--- config.mk ---
export PLATFORM = sky130hd
export DESIGN_NAME = bus_arb_top
export DESIGN_NICKNAME = d
export VERILOG_FILES = /design/src/rtl/bus_arb_pkg.sv /design/src/rtl/arb_sync.sv /design/src/rtl/arb_pick.sv /design/src/rtl/arb_ctrl.sv /design/src/rtl/bus_arb_top.sv
export SDC_FILE = /design/constraint.sdc
export NUM_CORES = 1
export LEC_CHECK = 0
export ABC_AREA = 1
export BUFFER_PORTS_ARGS = -buffer_cell sky130_fd_sc_hd__buf_2
export CORE_MARGIN = 2
export CORE_UTILIZATION = 55
export DETAILED_ROUTE_END_ITERATION = 6
export PLACE_DENSITY = 0.78
export RECOVER_POWER = 25
export REMOVE_ABC_BUFFERS = 1
export SETUP_SLACK_MARGIN = 0.2
export SLEW_MARGIN = 20
export SYNTH_ARGS = -nofsm -noshare
export SYNTH_HDL_FRONTEND = slang
export SYNTH_SLANG_ARGS = --single-unit
--- constraint.sdc ---
create_clock -name clk -period 2.7 [get_ports clk]
set_input_delay 0.27 -clock clk [delete_from_list [all_inputs] [get_ports clk]]
set_output_delay 0.27 -clock clk [all_outputs]
set_load 0.05 [all_outputs]
--- src/rtl/bus_arb_pkg.sv ---
package bus_arb_pkg;
   // Grant controller phases
   typedef enum logic [1:0] {
      ARB_IDLE  = 2'd0,  // free to pick a new owner
      ARB_OFFER = 2'd1,  // grant out, awaiting confirmation
      ARB_HELD  = 2'd2   // confirmation held by selected device
   } arb_state_e;
endpackage

--- src/rtl/arb_sync.sv ---
module arb_sync #(
   parameter int WIDTH  = 1,
   parameter int STAGES = 2
) (
   input  logic             clk,
   input  logic             rst_n,
   input  logic [WIDTH-1:0] d,
   output logic [WIDTH-1:0] q
);
   if (WIDTH < 1) begin : g_bad_width
      $error("arb_sync: WIDTH must be at least 1");
   end

   if (STAGES == 0) begin : g_bypass
      assign q = d;
   end else begin : g_chain
      logic [WIDTH-1:0] stage_q [STAGES];
      for (genvar s = 0; s < STAGES; s++) begin : g_stage
         if (s == 0) begin : g_first
            always_ff @(posedge clk or negedge rst_n) begin
               if (!rst_n) stage_q[s] <= '0;
               else        stage_q[s] <= d;
            end
         end else begin : g_next
            always_ff @(posedge clk or negedge rst_n) begin
               if (!rst_n) stage_q[s] <= '0;
               else        stage_q[s] <= stage_q[s-1];
            end
         end
      end
      assign q = stage_q[STAGES-1];
   end
endmodule

--- src/rtl/arb_pick.sv ---
module arb_pick #(
   parameter int N = 5
) (
   input  logic [N-1:0] req,
   output logic [N-1:0] win
);
   if (N < 1) begin : g_bad_n
      $error("arb_pick: N must be at least 1");
   end

   // above[i] is set when any request at index i or higher is active
   logic [N:0] above;
   assign above[N] = 1'b0;

   for (genvar i = N - 1; i >= 0; i--) begin : g_rank
      assign above[i] = above[i+1] | req[i];
      assign win[i]   = req[i] & ~above[i+1];
   end
endmodule

--- src/rtl/arb_ctrl.sv ---
module arb_ctrl
   import bus_arb_pkg::*;
#(
   parameter int N     = 5,
   parameter int TMO_W = 8
) (
   input  logic             clk,
   input  logic             rst_n,
   input  logic             init,
   input  logic [N-1:0]     s_req,
   input  logic             s_ack,
   input  logic             s_busy,
   input  logic [TMO_W-1:0] tmo_limit,
   input  logic [N-1:0]     pick,
   output logic [N-1:0]     gnt,
   output logic             go
);
   arb_state_e       state_q;
   logic [N-1:0]     gnt_q;
   logic [TMO_W-1:0] wait_q;

   always_ff @(posedge clk or negedge rst_n) begin
      if (!rst_n) begin
         state_q <= ARB_IDLE;
         gnt_q   <= '0;
         wait_q  <= '0;
      end else if (init) begin
         state_q <= ARB_IDLE;
         gnt_q   <= '0;
         wait_q  <= '0;
      end else begin
         case (state_q)
            ARB_IDLE: begin
               // a confirmation still on the bus blocks any new offer
               if (!s_ack && (|s_req)) begin
                  gnt_q   <= pick;
                  wait_q  <= '0;
                  state_q <= ARB_OFFER;
               end
            end
            ARB_OFFER: begin
               if (s_ack) begin
                  gnt_q   <= '0;
                  state_q <= ARB_HELD;
               end else if (wait_q == tmo_limit) begin
                  gnt_q   <= '0;
                  state_q <= ARB_IDLE;
               end else begin
                  wait_q <= wait_q + 1'b1;
               end
            end
            ARB_HELD: begin
               if (!s_ack) state_q <= ARB_IDLE;
            end
            default: begin
               state_q <= ARB_IDLE;
               gnt_q   <= '0;
            end
         endcase
      end
   end

   assign gnt = gnt_q;
   assign go  = (state_q == ARB_HELD) && !s_busy;
endmodule

--- src/rtl/bus_arb_top.sv ---
module bus_arb_top #(
   parameter int NUM_LVL     = 4,
   parameter int SYNC_STAGES = 2,
   parameter int TMO_W       = 8
) (
   input  logic               clk,
   input  logic               rst_n,
   input  logic               bus_init,
   input  logic [NUM_LVL-1:0] irq_req,
   input  logic               dma_req,
   input  logic               sel_ack,
   input  logic               bus_busy,
   input  logic [TMO_W-1:0]   tmo_limit,
   output logic [NUM_LVL-1:0] irq_gnt,
   output logic               dma_gnt,
   output logic               bus_go
);
   localparam int NREQ = NUM_LVL + 1;   // DMA sits above all levels
   localparam int SW   = NREQ + 2;      // requests, ack, busy

   if (NUM_LVL < 1) begin : g_bad_lvl
      $error("bus_arb_top: NUM_LVL must be at least 1");
   end
   if (SYNC_STAGES < 0) begin : g_bad_sync
      $error("bus_arb_top: SYNC_STAGES must not be negative");
   end
   if (TMO_W < 1) begin : g_bad_tmo
      $error("bus_arb_top: TMO_W must be at least 1");
   end

   logic [SW-1:0]   raw_in, syn_in;
   logic [NREQ-1:0] s_req, pick, gnt;
   logic            s_ack, s_busy;

   assign raw_in = {bus_busy, sel_ack, dma_req, irq_req};

   arb_sync #(.WIDTH(SW), .STAGES(SYNC_STAGES)) u_sync (
      .clk   (clk),
      .rst_n (rst_n),
      .d     (raw_in),
      .q     (syn_in)
   );

   assign s_req  = syn_in[NREQ-1:0];
   assign s_ack  = syn_in[NREQ];
   assign s_busy = syn_in[NREQ+1];

   arb_pick #(.N(NREQ)) u_pick (
      .req (s_req),
      .win (pick)
   );

   arb_ctrl #(.N(NREQ), .TMO_W(TMO_W)) u_ctrl (
      .clk       (clk),
      .rst_n     (rst_n),
      .init      (bus_init),
      .s_req     (s_req),
      .s_ack     (s_ack),
      .s_busy    (s_busy),
      .tmo_limit (tmo_limit),
      .pick      (pick),
      .gnt       (gnt),
      .go        (bus_go)
   );

   assign irq_gnt = gnt[NUM_LVL-1:0];
   assign dma_gnt = gnt[NUM_LVL];
endmodule

==> results of run 1 <==
[flip-flops by register name (all words and copies together), names as in the netlist]
signal                  cells
u_sync.g_chain.stage_q      7
u_sync.q                    7
u_ctrl.wait_q               8
u_ctrl.gnt                  5
u_ctrl.state_q              2
[power by group through the flow]
stage / Clock [mW] / Combinational (mW) / Sequential [mW]
final: 0.272 / 0.113 / 0.463
after global routing: 0.302 / 0.125 / 0.465
after CTS: 0.280 / 0.114 / 0.462
after detailed placement: 0 / 0.112 / 0.471
after global placement: 0 / 0.107 / 0.470
after floorplan: 0 / 0.0623 / 0.482
[cell usage after synthesis, drive strengths merged (2+ instances only)]
library cell	count
dfrtp	29
buf	2
o21ai	3
inv	23
nor2	17
nand2	65
nand3	18
xnor2	4
a21oi	6
nand3b	2
[per-layer routing]
layer  share of wire [%]  routed length, um  GRT usage [%]  up-vias
met4                 1.3                 35           9.41        0
met5                   0                  0              0        -
met1                  44               1170           22.9      526
met3                 6.2                163           6.05        8
li1                    -                  -              -      600
met2                  48               1260           34.4       46
[worst paths after layout]
path	endpoint	slack, ns	depth (start not counted)
max	u_sync.q[1]$_DFF_PN0_	1.01	2
min	u_sync.g_chain.stage_q[8]$_DFF_PN0_	0.05	1
max reg2reg	u_ctrl.gnt[1]$_DFFE_PN0P_	1.33	10
min reg2reg	u_sync.q[2]$_DFF_PN0_	0.35	0
max in group clk	bus_go	1.11	4
min in group asynchronous	u_ctrl.wait_q[3]$_DFFE_PN0P_	0.83	2
[cell families after synthesis]
| logic type | synth area share, % |
|---|---|
| flops | 49.4 |
| simple gates | 34.0 |
| buf+inv | 7.42 |
| xor+xnor | 2.90 |
| fa+ha+maj | 0.852 |
| compound gates | 5.37 |
[cell type report]
class / instances / area, um2
fillers: 196 / 828
repair buffers: 24 / 124
inverters: 23 / 86.3
well taps: 30 / 37.5
multi-input cells: 121 / 633
clock buffers: 6 / 51.3
clock inverters: 2 / 13.8
flip-flops and latches: 29 / 726
[through the flow]
stage / cell area (um2) / util (%) / setup WS, ns
2_1_floorplan: 1450 / - / 1.28
3_3_place_gp: 1600 / 63.9 / 1.36
3_5_place_dp: 1600 / 63.9 / 1.34
4_1_cts: 1670 / 66.9 / 1.12
5_1_grt: 1670 / 66.9 / 0.679
6_report: 1670 / 66.9 / 1.01
==> run metrics, run 1 <==
Hold WS=0.0533 ns; synthesized flop and latch total=29; CTS sink cnt=29; Cells after Synth=175; VDD IR max=around 0.00046 V; post-route insts no fill=about 240; Die Wd=between 50 and 60 um; IO Pins=24; CP startpoint=rst_n; crit path buf inv count=2; Crit. End Element=asynchronous set/reset pin; Gate power share=13.3%; hold wc startpoint=irq_req[1]; Final min period=around 1.7 ns; Max Clk Rate=roughly 0.59 GHz; vias in the first global route=around 1200; postcts setup bufs=0; outcome=completed; IO Port Bufs=23; CP delay by family, top=buffers and inverters; sequential group share of total power=around 55%; RSZ-0062 raised after global routing=false; Starting Density=around 59%; most frequent cells in the layout=60 x nand2_1, 29 x dfrtp_1, 22 x buf_2, 19 x inv_1, 16 x nand3_1; detailed router's first-iteration violation count=39; Fin. Hold Viols=0; Worst Hold Class=in -> reg; RePlAce Congestion=a little over 0.9; Top FF cell, synth=dfrtp_1; crit path launch type=primary input; slowest stage delay, CP=about 1.1 ns; yosys warns=0; placed insts=226; detailed placer's ending HPWL=between 1500 and 2000 um; cts repair resizes=0; total die area=3100 um2; clock buffer depth=2; pwr dens=507 nW/um2; Worst Path Arrival=1.87 ns; EDFF count, synth=0; Final Skew=0.00661 ns; insertion delay to the later sink of the worst-skew pair=roughly 0.32 ns; Tcrit/Tclk final=a little over three fifths; Layout Nets=approximately 220; Routed WL=2630 um; R2R Path Start=u_ctrl.wait_q[6]$_DFFE_PN0P_; die height=between 50 and 60 um; worst-margin pin slew=1.48 ns; synth-to-layout area growth=13.9%; ranking of synthesized cells by area=dfrtp_1 49%, nand2_1 15%, nand3_1 5.5%, inv_1 4.9%, nor2_1 3.8%; Worst slew margin=under 10%; area leader, netlist=dfrtp_1; Antenna Cells=0; largest net degree at the start of global routing=30; total gr overflow=0; Via density=between 5 and 6; sequential-to-total area share from yosys stat=roughly 50%; Unique masters post-synth=27; drt first pass iters=6; Mean Syn Cell Area=around 8.4 um2; CP Cell Sequence=dlygate4sd3_1 > clkbuf_1; cell area after synthesis=about 1500 um2; Post-DRT Antenna Nets=0; Root Driver=clkbuf_4; CTS tree=built; Setup Viol. Count Final=0; antenna violations before repair=0; Reg clk slew, reported paths=0.09 ns; Slowest-stage cell, CP=clkbuf_1; setup TNS=0 ns; DR WL/cell=around 11 um; vias=1180; Power, Total=847 uW; WP data required=about 2.9 ns; NetSw=approximately 230 uW; fraction of power spent switching nets=27.5%; fraction of layout cells with a size suffix above 1=between 20% and 30%; leak pwr=a little under 0.9 nW; TritonCTS buffer count=5; cts hold-fix bufs=1; Post-route DRC=0; gr usage total=~20%; Post-synth ARST share=100%; Max-Cap Viols=0; P_int=between 600 and 700 uW; WS Path Type=in -> async; site row count=18; Clock Power Share=between 30% and 40%; first-pass GRT wire length=around 4900 um; commonest non-fill, non-tap cell in the layout=nand2_1; Yosys top cell area share=49.4%; Slew Viols, Final=0; critical path peak fanout=29; H-tree depth=2; Core Box Area=~2500 um2
Power figures use the tool's default switching activity.
==> run 2: changes to the inputs <==
--- a/config.mk
+++ b/config.mk
@@ -5,12 +5,12 @@
 export SDC_FILE = /design/constraint.sdc
 export NUM_CORES = 1
 export LEC_CHECK = 0
-export ABC_AREA = 1
+export ABC_AREA = 0
 export BUFFER_PORTS_ARGS = -buffer_cell sky130_fd_sc_hd__buf_2
 export CORE_MARGIN = 2
-export CORE_UTILIZATION = 55
+export CORE_UTILIZATION = 48
 export DETAILED_ROUTE_END_ITERATION = 6
-export PLACE_DENSITY = 0.78
+export PLACE_DENSITY = 0.73
 export RECOVER_POWER = 25
 export REMOVE_ABC_BUFFERS = 1
 export SETUP_SLACK_MARGIN = 0.2
==> constraint.sdc (replaced) <==
create_clock -name clk -period 1.35 [get_ports clk]
set_input_delay 0.135 -clock clk [delete_from_list [all_inputs] [get_ports clk]]
set_output_delay 0.135 -clock clk [all_outputs]
set_load 0.05 [all_outputs]
==> run 2 against run 1 <==
The flow now finishes with violations (negative setup slack); die area is 0.32% lower; total power is 110% higher; clock skew is 0.0099 ns higher; critical path type is now reg -> reg.
==> run metrics, run 2 <==
Starting Density=51.1% (was 58.7%); Root Driver=clkbuf_4 (unchanged); Yosys top cell area share=56.9% (was 49.4%); post-route insts no fill=213 (was 235); IO Port Bufs=23 (unchanged); Via density=5.48 (was 5.02); H-tree depth=2 (unchanged); Gate power share=17.6% (was 13.3%); worst setup margin=-0.300 ns (was 1.01 ns); Antenna Cells=0 (unchanged); placed insts=186 (was 226); TritonCTS buffer count=5 (unchanged); critical path peak fanout=4 (was 29); worst-margin pin slew=0.630 ns (was 1.48 ns); Worst Hold Class=in -> reg (unchanged); Worst slew margin=58.0% (was 1.16%); setup TNS=-3.42 ns (was 0 ns); Max-Cap Viols=0 (unchanged); Commonest cells post-synth=29 x dfrtp_1, 9 x nand2_1, 9 x xnor2_1 (was 60 x nand2_1, 29 x dfrtp_1, 19 x inv_1); ranking of synthesized cells by area=dfrtp_1 57%, xnor2_1 6.2%, o211ai_1 2.9%, nand2_1 2.6%, o311ai_0 2.1% (was dfrtp_1 49%, nand2_1 15%, nand3_1 5.5%, inv_1 4.9%, nor2_1 3.8%); slowest stage delay, CP=0.41 ns (was 1.07 ns); Final min period=1.65 ns; area leader, netlist=dfrtp_1 (unchanged); Routed WL=3260 um (was 2630 um); fraction of power spent switching nets=27.9% (was 27.5%); synthesized flop and latch total=29 (unchanged); WP data required=1.58 ns (was 2.88 ns); total gr overflow=0 (unchanged); first-pass GRT wire length=5180 um (was 4860 um); CTS tree=built (unchanged); site row count=18 (unchanged); Slowest-stage cell, CP=or3_4 (was clkbuf_1); failing checks=negative setup slack; Unique masters post-synth=36 (was 27); Post-synth ARST share=100% (unchanged); pwr dens=874 nW/um2 (was 507 nW/um2); Slew Viols, Final=0 (unchanged); end-of-flow core utilization=79.8% (was 66.9%); EDFF count, synth=0 (unchanged); Cells after Synth=107 (was 175); insertion delay to the later sink of the worst-skew pair=0.33 ns (was 0.32 ns); outcome=finished with violations (was completed); sequential-to-total area share from yosys stat=56.9% (was 49.4%); synth-to-layout area growth=56.3% (was 13.9%); Max Clk Rate=around 0.61 GHz; detailed placer's ending HPWL=1870 um (was 1960 um); most frequent cells in the layout=29 x buf_4, 28 x dfrtp_1, 22 x buf_2, 11 x buf_6, 9 x xnor2_1 (was 60 x nand2_1, 29 x dfrtp_1, 22 x buf_2, 19 x inv_1, 16 x nand3_1); IO Pins=24 (unchanged); Reg clk slew, reported paths=0.10 ns (was 0.09 ns); Mean Syn Cell Area=11.9 um2 (was 8.39 um2); max reg flops=8 (unchanged); most frequent cell after synthesis=dfrtp_1 (was nand2_1); vias in the first global route=1265 (was 1203); Crit. End Element=register (was asynchronous set/reset pin); RSZ-0062 raised after global routing=true (was false); Worst Path Arrival=1.88 ns (was 1.87 ns); Die Wd=55.6 um (was 55.7 um); Tcrit/Tclk final=122%; fraction of layout cells with a size suffix above 1=50.8% (was 22.9%); CTS sink cnt=29 (unchanged); Layout Nets=201 (was 223); detailed router's first-iteration violation count=38 (was 39); total die area=3090 um2 (was 3100 um2); antenna violations before repair=0 (unchanged); Fin. Hold Viols=0 (unchanged); gr usage total=21.7% (was 20.1%); RePlAce Congestion=0.765 (was 0.905); clock buffer depth=2 (unchanged); Power, Total=1.74 mW (was 847 uW); commonest non-fill, non-tap cell in the layout=buf_4 (was nand2_1); CP Cell Sequence=or3_4 > o31ai_4 > nand2_2 > o21ai_4 > mux2_2 (was dlygate4sd3_1 > clkbuf_1); WS Path Type=reg -> reg (was in -> async); crit path launch type=register (was primary input); Top reg by flops=u_ctrl.wait_q (unchanged); Reg2Reg Setup Slack=-0.30 ns (was 1.33 ns); largest net degree at the start of global routing=30 (unchanged); NetSw=486 uW (was 233 uW); Final Skew=0.0165 ns (was 0.00661 ns); leak pwr=0.887 nW (was 0.888 nW); VDD IR max=0.000897 V (was 0.000462 V); vias=1168 (was 1180); DR WL/cell=15.3 um (was 11.2 um); CP delay by family, top=simple AND/OR/NAND/NOR gates (was buffers and inverters); P_int=1.26 mW (was 614 uW); Top FF cell, synth=dfrtp_1 (unchanged); cell area after synthesis=1280 um2 (was 1470 um2); sequential group share of total power=52.9% (was 54.6%); yosys warns=0 (unchanged); Post-DRT Antenna Nets=0 (unchanged); Setup Viol. Count Final=15 (was 0); Core Box Area=2500 um2 (unchanged); Clock Power Share=29.5% (was 32.1%); drt first pass iters=4 (was 6); die height=55.6 um (was 55.7 um); crit path buf inv count=0 (was 2); Post-route DRC=0 (unchanged)
==> run 2: logic make-up after synthesis <==
group                      Yosys count  share of synthesized area (%)
and+or+nand+nor                     37                           17.4
AOI/OAI and AO/OA                   20                           12.5
muxes                                4                           3.33
buffers and inverters                7                           2.74
xor gates and xnor gates             9                           6.18
DFF                                 29                           56.9
adders and majority gates            1                          0.980
==> run 2: worst paths after layout <==
kind	cells past startpoint	startpoint	endpoint
setup / recovery	5	u_sync.q[3]$_DFF_PN0_	u_ctrl.gnt[1]$_DFFE_PN0P_
hold / removal	2	bus_init	u_ctrl.state_q[1]$_DFFE_PN0P_
setup reg to reg	5	u_sync.q[3]$_DFF_PN0_	u_ctrl.gnt[1]$_DFFE_PN0P_
hold reg to reg	0	u_sync.g_chain.stage_q[13]$_DFF_PN0_	u_sync.q[6]$_DFF_PN0_
max in group asynchronous	2	rst_n	u_ctrl.state_q[1]$_DFFE_PN0P_
min in group asynchronous	2	rst_n	u_ctrl.wait_q[2]$_DFFE_PN0P_
==> run 2: metal layers <==
metal  up-vias  GRT usage, %  wire, um
met3        13          7.73       162
met1       559          21.5      1190
met5         -             0         0
met4         0          12.2       111
met2        54          38.6      1800
li1        542             -         -
==> run 2: cell type report <==
class                           instances  area [um2]
Clock inverter                          3        17.5
Fill cell                             153         505
Tap cell                               30        37.5
Sequential cell                        29         727
Multi-Input combinational cell         72         628
Inverter                                4        15.0
Timing Repair Buffer                   70         532
Clock buffer                            5        37.5
==> run 2: power by group through the flow <==
stage               Clock [mW]  Sequential, mW  Combinational [mW]
finish                   0.514           0.921               0.307
global route             0.565           0.924               0.331
detailed placement           0           0.935               0.217
floorplan                    0           0.959              0.0731
global placement             0           0.933               0.212
CTS                      0.517           0.920               0.281
==> run 2: stage by stage <==
stage	setup slack, ns	hold WS, ns	area [um2]
2_1_floorplan	-0.414	-0.161	1260
3_3_place_gp	-0.432	0.178	1630
3_5_place_dp	-0.483	0.186	1630
4_1_cts	-0.306	0.0454	1930
5_1_grt	-0.363	0.0391	1990
6_report	-0.300	0.0533	1990
==> run 2: worst register-to-register path, stage by stage (launching register included) <==
cell and delay [ns]:
dfrtp_1 0.39, or3_4 0.41, o31ai_4 0.21, nand2_2 0.11
o21ai_4 0.10, mux2_2 0.35
==> run 2: what timing repair did <==
action / CTS / global route
hold buffers: 8 / 0
cloned: 1 / 0
setup endpoints to repair: 15 / 15
setup buffers: 8 / 2
gates resized for setup: 25 / 11
hold endpoints to repair: 36 / 0
pin swaps: 11 / 7
